File: config.mk
export PLATFORM = sky130hd
export DESIGN_NAME = evict_fifo
export DESIGN_NICKNAME = d
export VERILOG_FILES = /design/src/rtl/evict_fifo_pkg.sv /design/src/rtl/evict_fifo_ctrl.sv /design/src/rtl/evict_fifo_dp.sv /design/src/rtl/evict_fifo.sv
export SDC_FILE = /design/constraint.sdc
export NUM_CORES = 1
export LEC_CHECK = 0
export ABC_AREA = 1
export CAP_MARGIN = 20
export CORE_UTILIZATION = 50
export CTS_BUF_LIST = sky130_fd_sc_hd__clkbuf_2 sky130_fd_sc_hd__clkbuf_4 sky130_fd_sc_hd__clkbuf_8
export CTS_CLUSTER_SIZE = 20
export DETAILED_ROUTE_END_ITERATION = 8
export PLACE_DENSITY_LB_ADDON = 0.12
export SYNTH_ARGS = -nofsm -noshare
export SYNTH_HDL_FRONTEND = slang
export SYNTH_SLANG_ARGS = --single-unit
File: constraint.sdc
create_clock -name clk -period 5.03 [get_ports clk]
set_clock_uncertainty 0.2 [all_clocks]
set_input_delay 0.503 -clock clk [delete_from_list [all_inputs] [get_ports clk]]
set_output_delay 0.503 -clock clk [all_outputs]
set_load 0.01 [all_outputs]
File: src/rtl/evict_fifo_pkg.sv
package evict_fifo_pkg;

  // Strobes sent from the control unit to the storage datapath
  typedef struct packed {
    logic wrStb;  // store dataIn at the tail slot
    logic rdStb;  // load the head slot into the output register
  } fifoStrobes_t;

endpackage

File: src/rtl/evict_fifo_ctrl.sv
module evict_fifo_ctrl
  import evict_fifo_pkg::*;
#(
  parameter int DEPTH = 4,
  localparam int IDX_W = (DEPTH > 1) ? $clog2(DEPTH) : 1,
  localparam int CNT_W = IDX_W + 1
) (
  input  logic             clk,
  input  logic             rst,
  input  logic             chipSel,
  input  logic             readEn,
  input  logic             writeEn,
  output fifoStrobes_t     stb,
  output logic [IDX_W-1:0] headIdx,
  output logic [IDX_W-1:0] tailIdx,
  output logic             isEmpty,
  output logic             isFull
);

  localparam logic [IDX_W-1:0] LAST_IDX = IDX_W'(DEPTH - 1);
  localparam logic [CNT_W-1:0] FULL_CNT = CNT_W'(DEPTH);

  logic [IDX_W-1:0] headQ, tailQ;
  logic [CNT_W-1:0] cntQ;
  logic wantWr, wantRd, evict;

  function automatic logic [IDX_W-1:0] bump(input logic [IDX_W-1:0] v);
    return (v == LAST_IDX) ? '0 : v + 1'b1;
  endfunction

  assign isEmpty = (cntQ == '0);
  assign isFull  = (cntQ == FULL_CNT);

  // A read on an empty queue is dropped; a write is never refused
  assign wantWr = chipSel & writeEn;
  assign wantRd = chipSel & readEn & ~isEmpty;
  assign evict  = wantWr & ~wantRd & isFull;

  assign stb.wrStb = wantWr;
  assign stb.rdStb = wantRd;
  assign headIdx   = headQ;
  assign tailIdx   = tailQ;

  always_ff @(posedge clk) begin
    if (rst) begin
      headQ <= '0;
      tailQ <= '0;
      cntQ  <= '0;
    end else begin
      if (wantWr) tailQ <= bump(tailQ);
      if (wantRd || evict) headQ <= bump(headQ);
      unique case ({wantWr, wantRd})
        2'b10:   if (!isFull) cntQ <= cntQ + 1'b1;
        2'b01:   cntQ <= cntQ - 1'b1;
        default: cntQ <= cntQ;
      endcase
    end
  end


  no_overflow_chk: assert property (@(posedge clk) disable iff (rst)
    cntQ <= FULL_CNT);


  evict_stays_full_chk: assert property (@(posedge clk) disable iff (rst)
    (chipSel && writeEn && !readEn && isFull) |=> isFull);


  deselect_hold_chk: assert property (@(posedge clk) disable iff (rst)
    !chipSel |=> ($stable(cntQ) && $stable(headQ) && $stable(tailQ)));


  empty_read_hold_chk: assert property (@(posedge clk) disable iff (rst)
    (chipSel && readEn && !writeEn && isEmpty) |=> (isEmpty && $stable(headQ)));


  pair_count_chk: assert property (@(posedge clk) disable iff (rst)
    (chipSel && readEn && writeEn && !isEmpty) |=> $stable(cntQ));

endmodule

File: src/rtl/evict_fifo_dp.sv
module evict_fifo_dp
  import evict_fifo_pkg::*;
#(
  parameter int DEPTH = 4,
  parameter int WIDTH = 8,
  localparam int IDX_W = (DEPTH > 1) ? $clog2(DEPTH) : 1
) (
  input  logic             clk,
  input  logic             rst,
  input  fifoStrobes_t     stb,
  input  logic [IDX_W-1:0] headIdx,
  input  logic [IDX_W-1:0] tailIdx,
  input  logic [WIDTH-1:0] dataIn,
  output logic [WIDTH-1:0] dataOut
);

  logic [WIDTH-1:0] slotMem [DEPTH];
  logic [WIDTH-1:0] outQ;

  // Storage carries no reset; validity is tracked by the control unit
  always_ff @(posedge clk) begin
    if (stb.wrStb) slotMem[tailIdx] <= dataIn;
  end

  always_ff @(posedge clk) begin
    if (rst) outQ <= '0;
    else if (stb.rdStb) outQ <= slotMem[headIdx];
  end

  assign dataOut = outQ;


  out_hold_chk: assert property (@(posedge clk) disable iff (rst)
    !stb.rdStb |=> $stable(dataOut));

endmodule

File: src/rtl/evict_fifo.sv
module evict_fifo
  import evict_fifo_pkg::*;
#(
  parameter int DEPTH = 4,
  parameter int WIDTH = 8,
  localparam int IDX_W = (DEPTH > 1) ? $clog2(DEPTH) : 1
) (
  input  logic             clk,
  input  logic             rst,
  input  logic             chipSel,
  input  logic             readEn,
  input  logic             writeEn,
  input  logic [WIDTH-1:0] dataIn,
  output logic [WIDTH-1:0] dataOut,
  output logic             isEmpty,
  output logic             isFull
);

  fifoStrobes_t     stb;
  logic [IDX_W-1:0] headIdx, tailIdx;

  evict_fifo_ctrl #(.DEPTH(DEPTH)) ctrl_i (
    .clk     (clk),
    .rst     (rst),
    .chipSel (chipSel),
    .readEn  (readEn),
    .writeEn (writeEn),
    .stb     (stb),
    .headIdx (headIdx),
    .tailIdx (tailIdx),
    .isEmpty (isEmpty),
    .isFull  (isFull)
  );

  evict_fifo_dp #(.DEPTH(DEPTH), .WIDTH(WIDTH)) dp_i (
    .clk     (clk),
    .rst     (rst),
    .stb     (stb),
    .headIdx (headIdx),
    .tailIdx (tailIdx),
    .dataIn  (dataIn),
    .dataOut (dataOut)
  );

endmodule

==> summary.md <==
| Metric | Value |
|---|---|
| Status | `finished clean` |
| Worst-path fanout max | `11` |
| DRT Wirelength | `between 3 and 4 mm` |
| Worst R2R Start | `ctrl_i.headIdx[0]$_SDFFE_PP0P_` |
| Die width | `64.7 um` |
| Fin. max-slew vios | `0` |
| GR Util All Layers | `19.0%` |
| Critical-path cell list | `clkdlybuf4s50_1 -> nand2_1 -> nand3_1 -> fa_1 -> inv_1 -> nand2_1 -> a21oi_1 -> nor2_1` |
| Core Region | `around 3700 um^2` |
| ANT cells | `0` |
| Area growth syn-to-layout | `15.8%` |
| Seq cells post-synth | `47` |
| Post-Place Cell Area | `approximately 2200 um^2` |
| FF-to-FF setup slack | `around 3200 ps` |
| First-pass GRT wire length | `5.67 mm` |
| Placed cells | `250` |
| Clock buffer depth | `2` |
| Final Setup Violations | `0` |
| Multiplexer share of the synthesized area | `0%` |
| HP Class | `reg -> reg` |
| DRC viols | `0` |
| Filler-free cell count of the finished design | `258` |
| Cell Area, Synth | `between 1500 and 2000 um^2` |
| Critical Path Sink | `ctrl_i.cntQ[2]$_SDFFE_PP0P_` |
| Critical path's largest stage delay | `about 440 ps` |
| Most frequent cells in the layout | `nor2_1, edfxtp_1, o21ai_0, clkdlybuf4s50_1, dfxtp_1` |
| Detail Route Antenna Nets | `0` |
| Avg Cell Area, Syn | `10.5 um^2` |
| Startpoint Class | `primary input` |
| Peak VDD IR | `roughly 0.20 mV` |
| Num rows | `22` |
| Reg2reg end | `dp_i.dataOut[0]$_SDFFE_PP0P_` |
| Final Cycle Share | `around 44%` |
| Power, Total | `a little under 800 uW` |
| CTS root buf | `clkbuf_8` |
| Post-synthesis instance total | `188` |
| Compound-Gate Fraction of Synth Area | `11.5%` |
| Arrival time worst endpoint | `between 2000 and 2500 ps` |
| Ports | `23` |
| Endpoints failing hold | `0` |
| Post-CTS Setup Inserts | `0` |
| # port buffers | `22` |
| Final instance area | `2280 um^2` |
| CP max-delay cell | `fa_1` |
| Pleak | `about 0.85 nW` |
| Worst-skew pair later-pin latency | `about 290 ps` |
| P per Cell Area | `about 350 nW/um^2` |
| Peak Freq | `about 450 MHz` |
| Post-Route Setup TNS | `0 ps` |
| H-tree level count | `2` |
| Depth of the worst register-to-register path | `5` |
| Largest net degree at the start of global routing | `21` |
| Share of layout cells above drive strength 1 | `7.62%` |
| DR vias/cell | `approximately 5` |
| Hold Buf Count CTS | `0` |
| Die Y | `64.7 um` |
| Seq/Total Area, Yosys | `about 64%` |
| CP startpoint | `chipSel` |
| Drt wl/cell | `13.3 um` |
| Fill count | `approximately 310` |
| Top delay family on crit path | `simple AND/OR/NAND/NOR gates` |
| Initial DRC count | `43` |
| Critical path class | `in -> reg` |
| Crit-path most repeated cell | `nand2_1` |
| Main combinational cell family by area after synthesis | `simple AND/OR/NAND/NOR gates` |
| GRT Residual Overflow | `0` |
| CTS Buf Count | `5` |
| GP Congestion | `~0.77` |
| Initial DRT Pass Iterations | `4` |
| Clock Sinks | `47` |
| Net count after synthesis | `around 210` |
| CTS tree | `yes` |
| Antenna violations before repair | `0` |
| Max-cap violations | `0` |
| Distinct cell type count after synthesis | `22` |
| Synthesized-area fraction occupied by adder cells | `roughly 4.2%` |
| RSZ-0062 raised after global routing | `no` |
| CTS clk-pin slew, worst paths | `about 80 ps` |
| Worst slew pin tran | `767 ps` |
| Synth warnings | `0` |
| CTS-repair resized insts | `0` |
| Total Nets Final | `approximately 230` |
| Simple-gate portion of the synthesized area | `13.7%` |
| Fin crit period | `around 2200 ps` |
| DIE AREA | `approximately 4200 um^2` |
| Post-DP HPWL | `around 2.4 mm` |
| Critical path depth | `8` |
| Commonest non-fill, non-tap cell in the layout | `nor2_1` |
| Relative max-transition margin | `about half` |
| CP Data Required Time | `~5000 ps` |
| Min-delay src | `dp_i.dataOut[1]$_SDFFE_PP0P_` |
| Vias in the first global route | `1232` |
| WP buf/inv | `2` |
| Routed vias | `1310` |
| Xor/xnor cell area share of the yosys netlist | `0%` |
| CP Capture Type | `flip-flop` |
| Initial Utilization | `52.9%` |
registers in the layout, indices dropped and copies added, names as in the netlist:
| register | cells |
|---|---|
| dp_i.slotMem | 32 |
| dp_i.dataOut | 8 |
| ctrl_i.cntQ | 3 |
| ctrl_i.headIdx | 2 |
| ctrl_i.tailIdx | 2 |
worst min path at each step:
stage,endpoint,cells past startpoint
floorplan,ctrl_i.tailIdx[1]$_SDFFE_PP0P_,2
global placement,ctrl_i.tailIdx[1]$_SDFFE_PP0P_,2
detailed placement,dp_i.dataOut[3]$_SDFFE_PP0P_,2
CTS,dp_i.dataOut[3]$_SDFFE_PP0P_,2
global route,dp_i.dataOut[4]$_SDFFE_PP0P_,2
finish,dp_i.dataOut[1]$_SDFFE_PP0P_,2
routing by layer:
layer | vias to the layer above | routed length [um] | global-route usage (%)
met5 | - | 0 | 0
met3 | 7 | 136 | 3.17
met2 | 32 | 1730 | 32.8
li1 | 667 | - | -
met1 | 604 | 1480 | 22.1
met4 | 0 | 78 | 10.8
per-stage QoR:
stage	utilization, %	setup slack [ps]	hold WS (ps)
floorplan	-	3280	290
global placement	58.8	2560	303
detailed placement	58.8	2490	311
CTS	61.2	2810	332
global route	61.2	2670	367
finish	61.2	2800	329
where the power goes:
group	total (mW)	internal [mW]	switching (mW)
clock network	0.227	0.115	0.112
registers	0.450	0.431	0.0190
logic	0.118	0.0533	0.0651
logic make-up after synthesis:
family | Yosys count
DFF | 47
adders and majority gates | 6
AOI/OAI and AO/OA | 43
and+or+nand+nor | 67
buffers and inverters | 25
final cells by class:
| cell class | count | area [um^2] | share of cell area [%] |
|---|---|---|---|
| sequential | 47 | 1260 | 55.4 |
| timing repair buffer | 22 | 220 | 9.68 |
| clock buffer | 8 | 91.3 | 4.01 |
| multi-input combinational | 116 | 577 | 25.3 |
| inverter | 17 | 66.3 | 2.91 |
| tap | 48 | 60.1 | 2.64 |
worst reg2reg max path, cell delays in order (launching register included):
cell	delay (ps)
dfxtp_1	750
inv_2	270
o21ai_0	230
o21ai_0	110
nor2_1	100
nor2_1	40
Yosys cell counts:
| cell type | count | area share [%] |
|---|---|---|
| edfxtp_1 | 32 | 49 |
| clkbuf_2 | 2 | 0.51 |
| a21oi_2 | 1 | 0.45 |
| inv_2 | 2 | 0.38 |
| buf_2 | 2 | 0.51 |
| nand2_2 | 2 | 0.64 |
| o21ai_0 | 26 | 6.6 |
| nand3_1 | 4 | 1.0 |
| dfxtp_1 | 15 | 15 |
| nor2_1 | 50 | 9.5 |
| a21oi_1 | 5 | 1.3 |
| inv_4 | 1 | 0.32 |
| o21ai_1 | 9 | 2.3 |
| buf_4 | 1 | 0.38 |
| inv_1 | 14 | 2.7 |
| ha_1 | 5 | 3.2 |
| buf_6 | 3 | 1.7 |
| fa_1 | 1 | 1.0 |
| a211oi_1 | 1 | 0.38 |
| nand2_1 | 10 | 1.9 |
| nor2_4 | 1 | 0.57 |
| o21ai_2 | 1 | 0.45 |
No activity file was read; power rests on OpenSTA's default activity.
